$ cat src/rtl/sdcmd_pkg.sv
package sdcmd_pkg;
  localparam int OPC_W     = 6;
  localparam int ARG_W     = 32;
  localparam int CRC_W     = 7;
  localparam int FRAME_W   = 48;
  localparam int LONG_W    = 136;
  localparam int WORD_W    = 32;
  localparam int RSP_WORDS = 4;
  localparam int STAT_W    = 4;
  localparam int HDR_W     = 2 + OPC_W;
  localparam int BODY_W    = HDR_W + ARG_W;

  localparam int CMDB_RESP = 6;
  localparam int CMDB_LONG = 7;
  localparam int CMDB_EN   = 8;

  localparam int ST_CRCFAIL = 0;
  localparam int ST_TIMEOUT = 1;
  localparam int ST_RSPEND  = 2;
  localparam int ST_SENT    = 3;

  typedef enum logic [1:0] {SEQ_IDLE, SEQ_TX, SEQ_RX} seq_state_t;
  typedef enum logic [1:0] {ADR_ARG = 2'd0, ADR_CMD = 2'd1, ADR_CLR = 2'd2} reg_addr_t;

  function automatic logic [CRC_W-1:0] crc7_body(input logic [BODY_W-1:0] d);
    logic [CRC_W-1:0] c;
    logic fb;
    c = '0;
    for (int i = BODY_W - 1; i >= 0; i--) begin
      fb = d[i] ^ c[CRC_W-1];
      c  = {c[CRC_W-2:0], 1'b0};
      if (fb) c = c ^ 7'h09;
    end
    return c;
  endfunction

  function automatic logic [FRAME_W-1:0] build_frame(input logic [OPC_W-1:0] op,
                                                     input logic [ARG_W-1:0] arg);
    logic [BODY_W-1:0] body;
    body = {2'b01, op, arg};
    return {body, crc7_body(body), 1'b1};
  endfunction
endpackage

$ cat src/rtl/sdcmd_tx.sv
module sdcmd_tx
  import sdcmd_pkg::*;
#(
  parameter int FW = FRAME_W
) (
  input  logic             clk,
  input  logic             rst_n,
  input  logic             clk_en,
  input  logic             load,
  input  logic             abort,
  input  logic [OPC_W-1:0] opcode,
  input  logic [ARG_W-1:0] arg,
  output logic             line_o,
  output logic             line_oe,
  output logic             done
);
  localparam int CW = $clog2(FW);

  logic [FW-1:0] sr_q;
  logic [CW-1:0] cnt_q;
  logic          act_q;
  logic          last_bit;

  assign last_bit = (cnt_q == CW'(FW - 1));
  assign done     = act_q && clk_en && last_bit && !abort && !load;
  assign line_o   = act_q ? sr_q[FW-1] : 1'b1;
  assign line_oe  = act_q;

  always_ff @(posedge clk or negedge rst_n) begin
    if (!rst_n) begin
      sr_q  <= '1;
      cnt_q <= '0;
      act_q <= 1'b0;
    end else if (load) begin
      sr_q  <= build_frame(opcode, arg);
      cnt_q <= '0;
      act_q <= 1'b1;
    end else if (abort) begin
      act_q <= 1'b0;
    end else if (act_q && clk_en) begin
      sr_q <= {sr_q[FW-2:0], 1'b1};
      if (last_bit) act_q <= 1'b0;
      else          cnt_q <= cnt_q + 1'b1;
    end
  end

  AST_START_BIT_FIRST: assert property (@(posedge clk) disable iff (!rst_n)
    $rose(line_oe) |-> !line_o);
  AST_END_BIT_LAST: assert property (@(posedge clk) disable iff (!rst_n)
    done |-> line_o);
  AST_HOLD_NO_STROBE: assert property (@(posedge clk) disable iff (!rst_n)
    (line_oe && !clk_en && !load && !abort) |=> ($stable(line_o) && line_oe));
endmodule

$ cat src/rtl/sdcmd_rx.sv
module sdcmd_rx
  import sdcmd_pkg::*;
#(
  parameter int TMO = 64,
  parameter int SW  = FRAME_W,
  parameter int LW  = LONG_W
) (
  input  logic                              clk,
  input  logic                              rst_n,
  input  logic                              clk_en,
  input  logic                              start,
  input  logic                              abort,
  input  logic                              long_i,
  input  logic                              line_i,
  output logic                              done,
  output logic                              tmo,
  output logic                              crc_bad,
  output logic [RSP_WORDS-1:0][WORD_W-1:0]  rsp
);
  localparam int WC_W  = (TMO > 1) ? $clog2(TMO) : 1;
  localparam int BC_W  = $clog2(LW);
  localparam int PAY_W = RSP_WORDS * WORD_W;

  typedef enum logic [1:0] {RX_OFF, RX_WAIT, RX_BITS} rx_state_t;

  rx_state_t      st_q;
  logic [WC_W-1:0] wcnt_q;
  logic [BC_W-1:0] bcnt_q;
  logic [LW-1:0]   sr_q;
  logic [LW-1:0]   sr_nx;
  logic            long_q;
  logic [BC_W-1:0] lenm1;
  logic            see_start;
  logic            win_out;
  logic            fin;

  assign sr_nx     = {sr_q[LW-2:0], line_i};
  assign lenm1     = long_q ? BC_W'(LW - 1) : BC_W'(SW - 1);
  assign see_start = (st_q == RX_WAIT) && clk_en && !line_i && !abort;
  assign win_out   = (st_q == RX_WAIT) && clk_en && line_i && (wcnt_q == WC_W'(TMO - 1));
  assign fin       = (st_q == RX_BITS) && clk_en && (bcnt_q == lenm1);
  assign done      = fin && !abort;
  assign tmo       = win_out && !abort;
  assign crc_bad   = done && !long_q &&
                     (crc7_body(sr_nx[SW-1:CRC_W+1]) != sr_nx[CRC_W:1]);

  always_ff @(posedge clk or negedge rst_n) begin
    if (!rst_n) begin
      st_q   <= RX_OFF;
      wcnt_q <= '0;
      bcnt_q <= '0;
      sr_q   <= '0;
      long_q <= 1'b0;
    end else if (abort) begin
      st_q <= RX_OFF;
    end else if (start) begin
      st_q   <= RX_WAIT;
      wcnt_q <= '0;
      bcnt_q <= '0;
      sr_q   <= '0;
      long_q <= long_i;
    end else if (clk_en) begin
      case (st_q)
        RX_WAIT: begin
          if (!line_i) begin
            st_q   <= RX_BITS;
            sr_q   <= sr_nx;
            bcnt_q <= BC_W'(1);
          end else if (win_out) begin
            st_q <= RX_OFF;
          end else begin
            wcnt_q <= wcnt_q + 1'b1;
          end
        end
        RX_BITS: begin
          sr_q   <= sr_nx;
          bcnt_q <= bcnt_q + 1'b1;
          if (fin) st_q <= RX_OFF;
        end
        default: ;
      endcase
    end
  end

  for (genvar w = 0; w < RSP_WORDS; w++) begin : g_word
    always_ff @(posedge clk or negedge rst_n) begin
      if (!rst_n) begin
        rsp[w] <= '0;
      end else if (done) begin
        if (long_q)
          rsp[w] <= sr_nx[PAY_W-1-WORD_W*w -: WORD_W];
        else if (w == 0)
          rsp[w] <= sr_nx[SW-1-HDR_W -: WORD_W];
      end
    end
  end

  AST_RSP_ONLY_ON_DONE: assert property (@(posedge clk) disable iff (!rst_n)
    !done |=> $stable(rsp));
  AST_START_ENTERS_BITS: assert property (@(posedge clk) disable iff (!rst_n)
    see_start |=> (st_q == RX_BITS));
  AST_WAIT_BOUNDED: assert property (@(posedge clk) disable iff (!rst_n)
    tmo |=> (st_q == RX_OFF));
endmodule

$ cat src/rtl/sdcmd_seq.sv
module sdcmd_seq
  import sdcmd_pkg::*;
#(
  parameter int RSP_TMO = 64
) (
  input  logic              clk,
  input  logic              rst_n,
  input  logic              clk_en,
  input  logic              wr_en,
  input  logic [1:0]        wr_addr,
  input  logic [31:0]       wr_data,
  input  logic              cmd_i,
  output logic              cmd_o,
  output logic              cmd_oe,
  output logic              busy,
  output logic [STAT_W-1:0] status,
  output logic [31:0]       resp0,
  output logic [31:0]       resp1,
  output logic [31:0]       resp2,
  output logic [31:0]       resp3
);
  seq_state_t               st_q;
  logic [ARG_W-1:0]         arg_q;
  logic                     rsp_exp_q;
  logic                     long_q;
  logic [STAT_W-1:0]        stat_q;
  logic [STAT_W-1:0]        set_mask;
  logic [STAT_W-1:0]        clr_mask;
  logic                     cmd_wr, go, abort, clr_wr;
  logic                     tx_done, rx_start, rx_done, rx_tmo, rx_crc_bad;
  logic [RSP_WORDS-1:0][WORD_W-1:0] rsp_w;

  assign cmd_wr   = wr_en && (wr_addr == ADR_CMD);
  assign go       = cmd_wr && wr_data[CMDB_EN];
  assign abort    = cmd_wr && !wr_data[CMDB_EN];
  assign clr_wr   = wr_en && (wr_addr == ADR_CLR);
  assign rx_start = tx_done && rsp_exp_q;

  sdcmd_tx #(.FW(FRAME_W)) tx_i (
    .clk(clk), .rst_n(rst_n), .clk_en(clk_en),
    .load(go), .abort(abort),
    .opcode(wr_data[OPC_W-1:0]), .arg(arg_q),
    .line_o(cmd_o), .line_oe(cmd_oe), .done(tx_done)
  );

  sdcmd_rx #(.TMO(RSP_TMO), .SW(FRAME_W), .LW(LONG_W)) rx_i (
    .clk(clk), .rst_n(rst_n), .clk_en(clk_en),
    .start(rx_start), .abort(cmd_wr), .long_i(long_q), .line_i(cmd_i),
    .done(rx_done), .tmo(rx_tmo), .crc_bad(rx_crc_bad), .rsp(rsp_w)
  );

  always_ff @(posedge clk or negedge rst_n) begin
    if (!rst_n) begin
      arg_q     <= '0;
      rsp_exp_q <= 1'b0;
      long_q    <= 1'b0;
      st_q      <= SEQ_IDLE;
    end else begin
      if (wr_en && (wr_addr == ADR_ARG)) arg_q <= wr_data;
      if (go) begin
        rsp_exp_q <= wr_data[CMDB_RESP];
        long_q    <= wr_data[CMDB_LONG];
        st_q      <= SEQ_TX;
      end else if (abort) begin
        st_q <= SEQ_IDLE;
      end else begin
        case (st_q)
          SEQ_TX:  if (tx_done) st_q <= rsp_exp_q ? SEQ_RX : SEQ_IDLE;
          SEQ_RX:  if (rx_done || rx_tmo) st_q <= SEQ_IDLE;
          default: ;
        endcase
      end
    end
  end

  always_comb begin
    set_mask              = '0;
    set_mask[ST_SENT]     = tx_done && !rsp_exp_q;
    set_mask[ST_RSPEND]   = rx_done && !rx_crc_bad;
    set_mask[ST_CRCFAIL]  = rx_crc_bad;
    set_mask[ST_TIMEOUT]  = rx_tmo;
    clr_mask              = clr_wr ? wr_data[STAT_W-1:0] : '0;
  end

  always_ff @(posedge clk or negedge rst_n) begin
    if (!rst_n) stat_q <= '0;
    else        stat_q <= (stat_q & ~clr_mask) | set_mask;
  end

  assign busy   = (st_q != SEQ_IDLE);
  assign status = stat_q;
  assign resp0  = rsp_w[0];
  assign resp1  = rsp_w[1];
  assign resp2  = rsp_w[2];
  assign resp3  = rsp_w[3];

  AST_ABORT_TO_IDLE: assert property (@(posedge clk) disable iff (!rst_n)
    abort |=> (!busy && !cmd_oe));
  AST_SENT_WITHOUT_REPLY: assert property (@(posedge clk) disable iff (!rst_n)
    (tx_done && !rsp_exp_q) |=> stat_q[ST_SENT]);
  AST_REPLY_NOT_SENT: assert property (@(posedge clk) disable iff (!rst_n)
    rx_start |=> (busy && !cmd_oe));
  AST_TIMEOUT_FLAGGED: assert property (@(posedge clk) disable iff (!rst_n)
    rx_tmo |=> (stat_q[ST_TIMEOUT] && !busy));

  for (genvar b = 0; b < STAT_W; b++) begin : g_sticky
    AST_FLAG_STICKY: assert property (@(posedge clk) disable iff (!rst_n)
      (stat_q[b] && !(clr_wr && wr_data[b])) |=> stat_q[b]);
  end
endmodule

$ cat config.mk
export PLATFORM = sky130hd
export DESIGN_NAME = sdcmd_seq
export DESIGN_NICKNAME = d
export VERILOG_FILES = /design/src/rtl/sdcmd_pkg.sv /design/src/rtl/sdcmd_tx.sv /design/src/rtl/sdcmd_rx.sv /design/src/rtl/sdcmd_seq.sv
export SDC_FILE = /design/constraint.sdc
export NUM_CORES = 1
export LEC_CHECK = 0
export CORE_MARGIN = 5
export CORE_UTILIZATION = 55
export CTS_CLUSTER_SIZE = 30
export DETAILED_ROUTE_END_ITERATION = 8
export PLACE_DENSITY = 0.76
export SLEW_MARGIN = 10
export SYNTH_ARGS = -nofsm -noshare
export SYNTH_HDL_FRONTEND = slang
export SYNTH_SLANG_ARGS = --single-unit
export TNS_END_PERCENT = 30
$ cat constraint.sdc
create_clock -name clk -period 5.5 [get_ports clk]
set_clock_uncertainty 0.05 [all_clocks]
set_input_delay 1.1 -clock clk [delete_from_list [all_inputs] [get_ports clk]]
set_output_delay 1.1 -clock clk [all_outputs]
set_load 0.03 [all_outputs]
== Word level (Yosys, flattened, before mapping) ==
Cells that the tools add are included.
Widths: inputs -> output; s select.
Cells by class
  add/subtract/negate cells: 3
  multipliers: 0
  div/mod/pow operators: 0
  order comparisons: 0
  equal/unequal tests: 18
  shift-type cells: 0
  multiplexer cells: 157
  bitwise logic cells: 158
  reductions and logical operators: 50
Operators by type and width (number)
  $mux 127: 3
  $mux 4: 79
  $mux 7: 38
  $pmux 127 s2: 1
  $not 2->2: 77
  $mux 48: 3
  $xor 1x1->1: 74
  $mux 6: 9
  $mux 32: 1
  $mux 8: 4
  $mux 2: 11
  $logic_and 1x1->1: 21
  $pmux 8 s2: 1
  $add 6x1->6 const B: 2
  $eq 6x6->1 const B: 2
  $ne 4x2->1 const B: 3
  $reduce_bool 3->1: 4
  $reduce_bool 2->1: 5
  $add 8x1->8 const B: 1
  $eq 8x8->1: 1
  $pmux 2 s2: 2
  $reduce_and 2->1: 4
  $reduce_and 4->1: 2
  $reduce_bool 4->1: 2
  other kinds (17): 36
Word-level totals
  bits in registers: 367
  latch bits: 0
  memory bits (writable): 0
  ROM bits: 0
  input port bits: 39
  output and inout bits: 135
  word-level logic and storage cells: 403
  memories kept: 0

== Depth between registers and ports, before layout ==
  depth after elaboration: 118
  depth in mapped cells: 9
  gate-level depth less buffers: 9

== Hierarchy ==
From an unflattened synthesis, not the netlist that was laid out.
Unflattened totals
  cell total of the unflattened synthesis: 1497
  area total of the unflattened synthesis: 17082.6 µm²
By module, submodules not included
  sdcmd_rx: times used 1, cells each 1086, area an instance 12152.9 µm², seq. area each 6806.5 µm²
  sdcmd_tx: times used 1, cells each 303, area an instance 3299.4 µm², seq. area each 1410.1 µm²
  sdcmd_seq: times used 1, cells each 108, area an instance 1630.3 µm², seq. area each 1001.0 µm²

== Worst setup path before layout ==
OpenSTA, ideal clock, no wires.
  kind: input-to-reg
  start point: input wr_data[0]
  end point: register tx_i.sr_q[7]
  library setup time: 77 ps
  arrival time: 3054 ps
  required time: 5373 ps
  setup slack: 2319 ps
  stages: 8
  path buffers: 0
  cell sequence: xor3_1 xnor3_1 xnor3_1 xnor2_1 xnor3_1 xor2_1 nor2_1 a31oi_1
Between the ends
  word-level cells in the longest chain between the ends: 57
  elaborated cells between the ends (all ways): 90
  classes of those cells: mux: 63; bitwise: 27
RTL lines
  start: declaration: RTL line sdcmd_seq.sv:11  | input logic [31:0] wr_data,
  $xor 1x1->1 (*): RTL line sdcmd_pkg.sv:30  | fb = d[i] ^ c[CRC_W-1];
  $mux 4 (*): RTL line sdcmd_pkg.sv:32  | if (fb) c = c ^ 7'h09;
  $mux 7 (*) (4 in a row): RTL line sdcmd_tx.sv:34  | end else if (load) begin
  $xor 1x1->1 or $mux 7 (tied branches): RTL line sdcmd_pkg.sv:30, sdcmd_tx.sv:34
  $mux 4 or $not 2->2 (tied branches)
  $mux 7 (*) (4 in a row): RTL line sdcmd_tx.sv:34
  $xor 1x1->1 or $mux 7 (tied branches): RTL line sdcmd_pkg.sv:30, sdcmd_tx.sv:34
  $mux 4 (tied with other cells): RTL line sdcmd_pkg.sv:32
  (+33 left out)
  $mux 4 or $mux 7 (tied branches): RTL line sdcmd_pkg.sv:32, sdcmd_tx.sv:34
  $mux 7 (*): RTL line sdcmd_tx.sv:34
  $mux 4 or $mux 7 (tied branches): RTL line sdcmd_pkg.sv:32, sdcmd_tx.sv:34
  $mux 7 (*): RTL line sdcmd_tx.sv:34
  $not 2->2 (no line) or $xor 1x1->1 (tied branches)
  $mux 4 (*): RTL line sdcmd_pkg.sv:32
  $mux 7 (*) (3 in a row): RTL line sdcmd_tx.sv:34
  $mux 48 (*): RTL line sdcmd_tx.sv:34
  end signal: assignment: RTL line sdcmd_tx.sv:35  | sr_q <= build_frame(opcode, arg);
  end signal: assignment: RTL line sdcmd_tx.sv:41  | sr_q <= {sr_q[FW-2:0], 1'b1};
  end: declaration: RTL line sdcmd_tx.sv:19  | logic [FW-1:0] sr_q;
Every way passes the cells marked *; elsewhere a longest branch is shown, timed or not. The select of a mux whose other input is x is not followed.
A chain may end at the register's enable or synchronous reset.

== Worst setup path after layout ==
Same ends and word-level chain as after synthesis.

==> metrics.csv <==
metric;value;unit
start_util;55.9;%
period_share;62.4;%
crit_path_start_kind;primary input;
place_congestion;0.889;
antenna_found_initial;0;
worstSetupPathType;primary input to register;
crit_buf_inv;1;
cts_buffer_depth;3;
syn_area;16600;sq um
rsz0062_at_grt;false;
dp_slack;1.55;ns
grt_pass1_wl;61800;um
critPathArrivalTime;3.82;ns
die_w;184;um
syn_avg_cell_area;10.7;sq um
cts_buffers;39;
crit_path_frequent_cell;xnor3_1;
whs;0.410;ns
rows;63;
via_per_inst;5.55;
fin_cells;2111;
period_minus_slack;3.43;ns
async_flop_share;100;%
worst_setup_path_end_kind;register;
cts_sinks;366;
synth-main-ff-cell;dfrtp_1;
crit_required;5.89;ns
overflow;0;
htreeDepth;2;
drt_iter0_drc;864;
setup_viol_count_final;0;
finalWirelength;37400;um
core;29700;sq um
tightest_slew;1.08;ns
p_leak;8.96;nW
rr_startpoint;rx_i.sr_q[38];
root_buffer;clkbuf_16;
grt_max_degree;105;
die_h;184;um
grt_pass1_vias;11900;
cp_slowest_cell;clkdlybuf4s50_1;
die_area;33800;sq um
critical_path.cell_chain;clkdlybuf4s50_1 > xor3_1 > xnor3_1 > xnor3_1 > xnor2_1 > xnor3_1 > xor2_1 > nor2_1 > a31oi_1;
wl_per_cell;17.7;um
synth_fp_nets;1603;
final_hold_viol_count;0;
yosysWarnings;0;
irDropWorstVdd;0.000378;V
postCtsSetupRepairBufs;0;
n_antenna_cell;0;
worst_slack;2.07;ns
final_common_cell;nand2_1;
fmax;0.291;GHz
ant_nets;0;
synth_edf_count;0;
min_delay_worst_endpoint;tx_i.sr_q[47];
drive_gt1_share;16.3;%
power.total;7.35;mW
fin_nets;1739;
fin_tns_setup;0;ns
regToRegSetupSlack;2.40;ns
dpl.hpwl;24200;um
clk_pin_slew;0.06;ns
holdPathStages;2;
cts_resized;0;
syn_inst;1556;
drcViolationCount;0;
final_cell_mix;nand2_1 (379), dfrtp_1 (318), clkdlybuf4s50_1 (172);
status;finished clean;
worstSkewPairLatency;0.52;ns
relSlewSlack;28.0;%
drv_slew;0;
io_pins;174;
grt_usage;22.2;%
critPathTopFamily;XOR/XNOR gates;
cp_slowest_stage_delay;0.58;ns
hp-class;register to register;
cp_max_fo;5;
r2r-end;status[2];
io_buffer_count;173;
netlist-cell-type-count;57;
maxCapViolCount;0;
dr.pass1.iters;5;
r2r_cells;8;
yosysSeqAreaShare;55.5;%
hp-start;tx_i.sr_q[46];
vias;11700;
p_per_area;367;nW/um^2
syn2layout_area_growth;20.4;%
cts_tree;yes;
dp_cells;2041;
hold_buffers;0;
synth_seq_cells;366;
-- cells by family (layout without fill, tap and decap cells) --
kind of cell	Yosys count	count (layout)	synth area share [%]
AOI/OAI and AO/OA	244	244	8.12
xor gates and xnor gates	139	139	9.79
adders and majority gates	8	8	0.602
buffers and inverters	105	270	2.53
DFF	366	366	55.5
muxes	164	164	10.8
and+or+nand+nor	530	530	12.6
-- cells in the mapped netlist (9+ instances only) --
cell type / count / area (sq um)
xor2_1: 32 / 280
mux2i_1: 35 / 350
nand3_1: 14 / 70.1
buf_1: 15 / 56.3
dfstp_2: 47 / 1230
xnor3_1: 17 / 383
mux2_2: 129 / 1450
nor2_1: 97 / 364
clkbuf_1: 76 / 285
xnor2_1: 78 / 683
a31oi_1: 40 / 250
dfrtp_1: 319 / 7980
nand2_1: 381 / 1430
a21oi_1: 167 / 836
nor3_1: 10 / 50.1
o21ai_0: 9 / 45.0
-- registers in the layout (all words and copies together), names as in the netlist --
name,flops
rx_i.rsp,128
rx_i.sr_q,127
tx_i.sr_q,47
arg_q,32
rx_i.bcnt_q,8
rx_i.wcnt_q,6
tx_i.cnt_q,6
status,4
rx_i.st_q,2
st_q,2
long_q,1
rsp_exp_q,1
rx_i.long_q,1
tx_i.line_oe,1
-- stage by stage --
stage	instance area (sq um)	util, %
floorplan	16600	-
finish	20000	67.3
detailed placement	18700	62.9
global route	20000	67.3
CTS	20000	67.3
global placement	18700	62.9
-- how the worst max path moves through the flow --
stage | depth (start not counted) | from | endpoint
6_report | 9 | wr_data[0] | tx_i.sr_q[7]
2_1_floorplan | 8 | wr_data[0] | tx_i.sr_q[7]
5_1_grt | 9 | wr_data[0] | tx_i.sr_q[7]
3_5_place_dp | 9 | wr_data[0] | tx_i.sr_q[7]
4_1_cts | 9 | wr_data[0] | tx_i.sr_q[7]
3_3_place_gp | 9 | wr_data[0] | tx_i.sr_q[7]
-- tightest hold or removal path, stage by stage, from the launching register on --
cell and delay (ns):
dfstp_2 0.37, nand2_1 0.05, nand2_1 0.04
-- metal layers --
| layer | track usage, % | share of wire [%] | routed length (um) | up-vias |
|---|---|---|---|---|
| met5 | 0 | 0 | 0 | - |
| met4 | 4.94 | 1.7 | 617 | 0 |
| met3 | 3.52 | 5.0 | 1880 | 44 |
| met2 | 37.1 | 49 | 18400 | 304 |
| met1 | 31.0 | 44 | 16500 | 5880 |
| li1 | - | - | - | 5481 |
-- power breakdown --
| part | switching (mW) | internal [mW] | leakage [nW] |
|---|---|---|---|
| clock network | 1.05 | 1.62 | 0.653 |
| logic | 0.715 | 0.784 | 3.44 |
| registers | 0.168 | 3.01 | 4.87 |
-- final cells by class --
cell class | count | area, sq um
timing repair buffer | 193 | 1940
tap | 390 | 488
multi-input combinational | 1085 | 7030
clock buffer | 58 | 1180
fill | 2264 | 9700
sequential | 366 | 9220
inverter | 7 | 26.3
clock inverter | 12 | 138
No activity file was read; power rests on OpenSTA's default activity.
